<file path="src/rtl/swm_pkg.sv">
package swm_pkg;
    localparam int FRAME_W    = 46;
    localparam int WR_BITS    = 27;
    localparam int RD_BITS    = 46;
    localparam int RESP_W     = 32;
    localparam int TURN_CLKS  = 2;
    localparam int EXTRA_CLKS = 2;

    typedef enum logic [3:0] {
        S_IDLE,
        S_LEAD,
        S_CMD_LO,
        S_CMD_HI,
        S_CMD_END,
        S_TURN_HI,
        S_TURN_LO,
        S_RD_LO,
        S_RD_HI,
        S_RD_END,
        S_XTRA_HI,
        S_XTRA_LO,
        S_FINISH
    } swm_state_t;
endpackage

</file>
<file path="src/rtl/swm_phase_timer.sv">
module swm_phase_timer #(
    parameter int PHASE_CYC = 4
) (
    input  logic clk,
    input  logic rst_n,
    input  logic run,
    output logic tick
);
    localparam int CW = (PHASE_CYC < 2) ? 1 : $clog2(PHASE_CYC);

    logic [CW-1:0] cnt;

    assign tick = run && (cnt == CW'(PHASE_CYC - 1));

    always_ff @(posedge clk or negedge rst_n) begin
        if (!rst_n)
            cnt <= '0;
        else if (!run || tick)
            cnt <= '0;
        else
            cnt <= cnt + 1'b1;
    end
endmodule

</file>
<file path="src/rtl/swm_frame_build.sv">
module swm_frame_build
    import swm_pkg::*;
#(
    parameter int CNT_W = 6
) (
    input  logic               write,
    input  logic               table_sel,
    input  logic [7:0]         addr,
    input  logic [15:0]        wdata,
    output logic [FRAME_W-1:0] frame,
    output logic [CNT_W-1:0]   last_idx
);
    localparam int WR_PAD = FRAME_W - WR_BITS;

    always_comb begin
        if (write) begin
            frame    = {1'b1, 2'b01, addr, wdata, {WR_PAD{1'b0}}};
            last_idx = CNT_W'(WR_BITS - 1);
        end else begin
            frame    = {{32{1'b1}}, 4'b0110, table_sel, addr[6:0], 2'b00};
            last_idx = CNT_W'(RD_BITS - 1);
        end
    end
endmodule

</file>
<file path="src/rtl/swm_rsp_select.sv">
module swm_rsp_select #(
    parameter int RESP_W = 32
) (
    input  logic              table_sel,
    input  logic              addr_lsb,
    input  logic [RESP_W-1:0] word,
    output logic [RESP_W-1:0] rdata
);
    localparam int HALF = RESP_W / 2;

    always_comb begin
        if (table_sel)
            rdata = word;
        else if (addr_lsb)
            rdata = {{HALF{1'b0}}, word[RESP_W-1:HALF]};
        else
            rdata = {{HALF{1'b0}}, word[HALF-1:0]};
    end
endmodule

</file>
<file path="src/rtl/swreg_serial_master.sv">
module swreg_serial_master
    import swm_pkg::*;
#(
    parameter int CLK_MHZ  = 100,
    parameter int PHASE_NS = 3000,
    parameter int SETUP_NS = 1000
) (
    input  logic        clk,
    input  logic        rst_n,
    input  logic        req_valid,
    output logic        req_ready,
    input  logic        req_write,
    input  logic        req_table,
    input  logic [7:0]  req_addr,
    input  logic [15:0] req_wdata,
    output logic        rsp_done,
    output logic [31:0] rsp_rdata,
    output logic        cs_o,
    output logic        cs_oe,
    output logic        sck_o,
    output logic        sck_oe,
    output logic        sd_o,
    output logic        sd_oe,
    input  logic        sd_i
);
    localparam int PH_RAW    = (CLK_MHZ * PHASE_NS + 999) / 1000;
    localparam int SU_RAW    = (CLK_MHZ * SETUP_NS + 999) / 1000;
    localparam int PH_MAX    = (PH_RAW > SU_RAW) ? PH_RAW : SU_RAW;
    localparam int PHASE_CYC = (PH_MAX < 1) ? 1 : PH_MAX;
    localparam int CNT_W     = $clog2(FRAME_W);

    swm_state_t           state, nxt;
    logic                 cur_write, cur_table, cur_lsb;
    logic [FRAME_W-1:0]   sh;
    logic [RESP_W-1:0]    rd_sh;
    logic [CNT_W-1:0]     cnt;
    logic                 tick, run, accept;
    logic [FRAME_W-1:0]   load_frame;
    logic [CNT_W-1:0]     load_idx;

    assign accept = req_valid && (state == S_IDLE);
    assign run    = (state != S_IDLE) && (state != S_FINISH);

    swm_phase_timer #(.PHASE_CYC(PHASE_CYC)) u_timer (
        .clk   (clk),
        .rst_n (rst_n),
        .run   (run),
        .tick  (tick)
    );

    swm_frame_build #(.CNT_W(CNT_W)) u_frame (
        .write     (req_write),
        .table_sel (req_table),
        .addr      (req_addr),
        .wdata     (req_wdata),
        .frame     (load_frame),
        .last_idx  (load_idx)
    );

    swm_rsp_select #(.RESP_W(RESP_W)) u_rsp (
        .table_sel (cur_table),
        .addr_lsb  (cur_lsb),
        .word      (rd_sh),
        .rdata     (rsp_rdata)
    );

    // state register
    always_ff @(posedge clk or negedge rst_n) begin
        if (!rst_n) state <= S_IDLE;
        else        state <= nxt;
    end

    // datapath: request latch, shifters, bit and clock counter
    always_ff @(posedge clk or negedge rst_n) begin
        if (!rst_n) begin
            cur_write <= 1'b0;
            cur_table <= 1'b0;
            cur_lsb   <= 1'b0;
            sh        <= '0;
            rd_sh     <= '0;
            cnt       <= '0;
        end else if (accept) begin
            cur_write <= req_write;
            cur_table <= req_table;
            cur_lsb   <= req_addr[0];
            sh        <= load_frame;
            rd_sh     <= '0;
            cnt       <= load_idx;
        end else if (tick) begin
            unique case (state)
                S_CMD_HI: if (cnt != '0) begin
                    sh  <= {sh[FRAME_W-2:0], 1'b0};
                    cnt <= cnt - 1'b1;
                end
                S_CMD_END: cnt <= cur_write ? CNT_W'(EXTRA_CLKS - 1) : CNT_W'(TURN_CLKS - 1);
                S_TURN_LO: cnt <= (cnt == '0) ? CNT_W'(RESP_W - 1) : cnt - 1'b1;
                S_RD_LO:   rd_sh <= {rd_sh[RESP_W-2:0], sd_i};
                S_RD_HI:   if (cnt != '0) cnt <= cnt - 1'b1;
                S_RD_END:  cnt <= CNT_W'(EXTRA_CLKS - 1);
                S_XTRA_LO: if (cnt != '0) cnt <= cnt - 1'b1;
                default: ;
            endcase
        end
    end

    // next state
    always_comb begin
        nxt = state;
        unique case (state)
            S_IDLE:    if (accept) nxt = S_LEAD;
            S_LEAD:    if (tick) nxt = S_CMD_LO;
            S_CMD_LO:  if (tick) nxt = S_CMD_HI;
            S_CMD_HI:  if (tick) nxt = (cnt == '0) ? S_CMD_END : S_CMD_LO;
            S_CMD_END: if (tick) nxt = cur_write ? S_XTRA_HI : S_TURN_HI;
            S_TURN_HI: if (tick) nxt = S_TURN_LO;
            S_TURN_LO: if (tick) nxt = (cnt == '0) ? S_RD_LO : S_TURN_HI;
            S_RD_LO:   if (tick) nxt = S_RD_HI;
            S_RD_HI:   if (tick) nxt = (cnt == '0) ? S_RD_END : S_RD_LO;
            S_RD_END:  if (tick) nxt = S_XTRA_HI;
            S_XTRA_HI: if (tick) nxt = S_XTRA_LO;
            S_XTRA_LO: if (tick) nxt = (cnt == '0) ? S_FINISH : S_XTRA_HI;
            S_FINISH:  nxt = S_IDLE;
            default:   nxt = S_IDLE;
        endcase
    end

    // outputs decoded from state
    always_comb begin
        logic in_cmd;
        in_cmd    = (state == S_LEAD) || (state == S_CMD_LO) ||
                    (state == S_CMD_HI) || (state == S_CMD_END);
        req_ready = (state == S_IDLE);
        rsp_done  = (state == S_FINISH);
        cs_oe     = run;
        sck_oe    = run;
        cs_o      = cur_write && in_cmd;
        sck_o     = (state == S_CMD_HI) || (state == S_TURN_HI) ||
                    (state == S_RD_HI)  || (state == S_XTRA_HI);
        sd_oe     = run && (in_cmd || cur_write);
        sd_o      = sd_oe && (state != S_LEAD) && sh[FRAME_W-1];
    end

    assert_idle_release_R1: assert property (@(posedge clk) disable iff (!rst_n)
        req_ready |-> !(cs_oe || sck_oe || sd_oe));

    assert_read_cs_low_R4: assert property (@(posedge clk) disable iff (!rst_n)
        (sck_oe && !cur_write) |-> !cs_o);

    assert_read_release_R5: assert property (@(posedge clk) disable iff (!rst_n)
        (state == S_RD_LO || state == S_RD_HI || state == S_TURN_HI) |-> !sd_oe);

    assert_sck_on_tick_R8: assert property (@(posedge clk) disable iff (!rst_n)
        (sck_oe && $past(sck_oe) && (sck_o != $past(sck_o))) |-> $past(tick));

    assert_busy_hold_R9: assert property (@(posedge clk) disable iff (!rst_n)
        !req_ready |=> ($stable(cur_lsb) && $stable(cur_write) && $stable(cur_table)));

    assert_done_pulse_R10: assert property (@(posedge clk) disable iff (!rst_n)
        rsp_done |=> !rsp_done);
endmodule

</file>
<file path="config.mk">
export PLATFORM = sky130hd
export DESIGN_NAME = swreg_serial_master
export DESIGN_NICKNAME = d
export VERILOG_FILES = /design/src/rtl/swm_pkg.sv /design/src/rtl/swm_phase_timer.sv /design/src/rtl/swm_frame_build.sv /design/src/rtl/swm_rsp_select.sv /design/src/rtl/swreg_serial_master.sv
export SDC_FILE = /design/constraint.sdc
export NUM_CORES = 1
export LEC_CHECK = 0
export BUFFER_PORTS_ARGS = -buffer_cell sky130_fd_sc_hd__buf_4
export CAP_MARGIN = 20
export CELL_PAD_IN_SITES_DETAIL_PLACEMENT = 1
export CELL_PAD_IN_SITES_GLOBAL_PLACEMENT = 1
export CORE_MARGIN = 5
export CORE_UTILIZATION = 43
export DETAILED_ROUTE_END_ITERATION = 10
export GPL_TIMING_DRIVEN = 1
export PLACE_DENSITY_LB_ADDON = 0.1
export SETUP_SLACK_MARGIN = 0.5
export SLEW_MARGIN = 20
export SYNTH_ARGS = -nofsm -noshare
export SYNTH_HDL_FRONTEND = slang
export SYNTH_SLANG_ARGS = --single-unit
export TNS_END_PERCENT = 100
</file>
<file path="constraint.sdc">
create_clock -name clk -period 2.9 [get_ports clk]
set_input_delay 0.435 -clock clk [delete_from_list [all_inputs] [get_ports clk]]
set_output_delay 0.435 -clock clk [all_outputs]
set_load 0.01 [all_outputs]
</file>
==> impl_metrics.yaml <==
clocking:
  postCtsHoldBufs: 0
  insertion_delay_ns: 0.35
  root_buffer: "clkbuf_16"
  cts_htree_levels: 3
  post_cts_buffers: 0
  max-clock-path-buffers: 2
  cts_tree: "built"
  numCtsBuffers: 9
  path_clk_slew_ns: 0.06
  cts.sinks: 98
pwr:
  seq_power_share: 0.495
  switching_share: 0.204
  vdd_ir_drop_max_v: 0.000253
  p_clk_frac: 0.477
  power.leakage_uw: 0.00267
  p_int_uw: 2200
  power_switching_uw: 563
  power_density_mw_per_mm2: 459
  comb_power_share: 0.028
placement:
  dpl_cell_area_mm2: 0.00568
  dpl.hpwl_um: 8640
  port_buffers: 69
  place.gp.congestion: 0.903
floorplanning:
  core_area_mm2: 0.0115
  die_w_um: 119
  rows: 39
  initial_utilization: 0.443
  die-area_mm2: 0.0141
  die_y_um: 119
  io_pins: 70
grt:
  overflow: 0
  first_global_vias: 4439
  antenna_found_initial: 0
  grt_pass1_wl_um: 22300
  grt_max_degree: 78
  grtUsageTotal: 0.191
route:
  drt_wl_total_um: 13200
  drt-wirelength-per-cell_um: 16.8
  drcViolationCount: 0
  drt.antenna.violating_nets: 0
  avgViaCountPerCell: 5.54
  drt_iter0_drc: 192
  firstDrtPassIters: 4
  num_vias: 4359
critical_path:
  critPathMaxFanout: 13
  startpoint: "state[0]"
  rr_endpoint: "cnt[1]"
  slowest_delay_ns: 0.52
  worstSetupPathType: "flip-flop to output port"
  arrival_ns: 1.82
  ff2ff_path_depth: 7
  end_kind: "output port"
  worstPathRequired_ns: 2.47
  rrSetupSlack_ns: 0.67
  crit_end: "sd_o"
  cp_cell_sequence: "or2_4 > o21ai_0 > nand2_1 > o31ai_1 > nor2_1 > buf_4"
  critPathLaunchType: "flip-flop"
  slowest_stage: "dfrtp_1"
  r2r_start: "cnt[0]"
synthesis:
  synth_compound_area_frac: 0.124
  synth_most_common_cell: "nand2_1"
  syn_inst: 598
  syn_area_mm2: 0.00510
  synth_ff_type: "dfrtp_1"
  synthXorXnorAreaFrac: 0.0137
  yosys-top-cells-area: "dfrtp_1 (48%), nand2_1 (15%), a31oi_1 (4.4%)"
  synth_top_family_by_area: "simple AND/OR/NAND/NOR gates"
  yosys.area.top_type: "dfrtp_1"
  yosysWarnings: 0
  ys_seq_area_frac: 0.481
  yosysTopAreaCellShare: 0.481
  async_flop_share: 1.00
  synthesis.nets: 630
  synth_area_per_cell_um2: 8.52
  synth_enable_flop_cells: 0
  synth_cell_types: 50
  synth-simple-area-share: 0.304
  synthMuxAreaShare: 0.0223
  synthAdderAreaFrac: 0.00491
  ys_top_cells_by_count: "nand2_1 (205), dfrtp_1 (98), a31oi_1 (36)"
  ys_ff_latch: 98
timing:
  fmax_ghz: 0.443
  period_share: 0.778
  relSlewSlack: 0.539
  final.setup.tns_ns: 0
  min_period_ns: 2.26
  skew_ns: 0.00798
  finalHoldViolCount: 0
  rsz0062_at_grt: "true"
  finalMaxSlewViolations: 0
  setup_violations: 0
  worst_pin_slew_ns: 0.692
run_status:
  status: "finished, final reports clean"
finish:
  drive_above_1_share: 0.168
  nNetsFinal: 672
  area_growth_pct: 17.9
  antenna_cells: 0
  design_area_mm2: 0.00601
  nFillCells: 1349
flow_run:
  maxCapViolCount: 0
worst_hold_path:
  hold_path.class: "primary input to asynchronous set/reset pin"
## critical path, delay by kind of cell (launching register included)
kind	cells	cell delay (ns)
buffers and inverters	1	0.15
AO/OA/AOI/OAI	2	0.28
AND/OR/NAND/NOR	3	0.53
flip-flops	1	0.52
## power by group through the flow
stage,sequential [uW],clock (uW),combinational [uW]
2_1_floorplan,1390,0,9.75
3_3_place_gp,1390,0,78.6
3_5_place_dp,1390,0,80.3
4_1_cts,1370,1350,80.3
5_1_grt,1370,1400,87.2
6_report,1370,1320,77.4
## worst min path at each step
stage	startpoint	end	slack [ns]	depth (start not counted)
after floorplan	rst_n	cnt[0]	0.14	0
after global placement	cur_lsb	cur_lsb	0.48	2
after detailed placement	sh[42]	sh[43]	0.49	2
after CTS	rst_n	u_timer.cnt[3]	0.15	1
after global routing	rst_n	u_timer.cnt[3]	0.19	1
final	rst_n	u_timer.cnt[3]	0.12	1
## registers in the layout, indices dropped and copies added, names as in the netlist
signal,count
cur_lsb,1
cnt,6
cur_table,1
sh,44
state,4
cur_write,1
u_timer.cnt,9
rd_sh,32
## per-layer routing
layer | GRT usage | wire [um]
met3 | 0.0289 | 379
met2 | 0.323 | 6520
met1 | 0.252 | 6160
met4 | 0.0630 | 175
met5 | 0 | 0
## area by class of cell
class	instances	area, um2	area share
sequential	98	2450	0.408
multi-input combinational	447	2400	0.400
clock buffer	11	253	0.0420
timing repair buffer	79	631	0.105
clock inverter	4	75.1	0.0125
inverter	5	18.8	0.00312
tap	143	179	0.0298
## logic make-up (layout without fill, tap and decap cells)
logic type / after synthesis / in the layout
simple gates: 325 / 325
mux: 11 / 11
buf+inv: 53 / 99
flops: 98 / 98
xor+xnor: 8 / 8
compound gates: 101 / 101
fa+ha+maj: 2 / 2
## cell usage in the layout (no fill, tap or decap), drive strengths merged, types with 2 or more instances in the layout
cell type	netlist	layout
a211oi	2	2
a21oi	35	35
a31oi	36	36
and2	18	18
and3	5	5
and4	2	2
buf	21	79
bufinv	0	2
clkbuf	27	11
clkinvlp	0	2
dfrtp	98	98
ha	2	2
inv	5	5
mux2	3	3
mux2i	8	8
nand2	205	205
nand2b	6	6
nand3	17	17
nand3b	8	8
nand4	4	4
nor2	18	18
nor2b	2	2
nor3	7	7
nor3b	24	24
o21ai	13	13
o22ai	4	4
o31ai	2	2
o32a	2	2
or3	2	2
or4	3	3
xor2	7	7
## timing repair
action | in CTS | in global routing
pin swaps | 0 | 0
endpoints found under the hold margin | 0 | 0
setup endpoints to repair | 14 | 9
cloned | 0 | 0
resized for setup | 1 | 2
## per-stage QoR
stage / hold WS, ns / power [uW] / utilization / setup slack [ns] / cells
6_report: 0.122 / 2760 / 0.522 / 0.643 / 787
5_1_grt: 0.189 / 2860 / 0.522 / 0.488 / 787
4_1_cts: 0.152 / 2800 / 0.522 / 0.518 / 787
3_5_place_dp: 0.494 / 1470 / 0.493 / 0.661 / 772
3_3_place_gp: 0.478 / 1470 / 0.493 / 0.764 / 772
2_1_floorplan: 0.139 / 1400 / - / 0.809 / 598
Note: power is estimated with default switching activity, not from simulation.
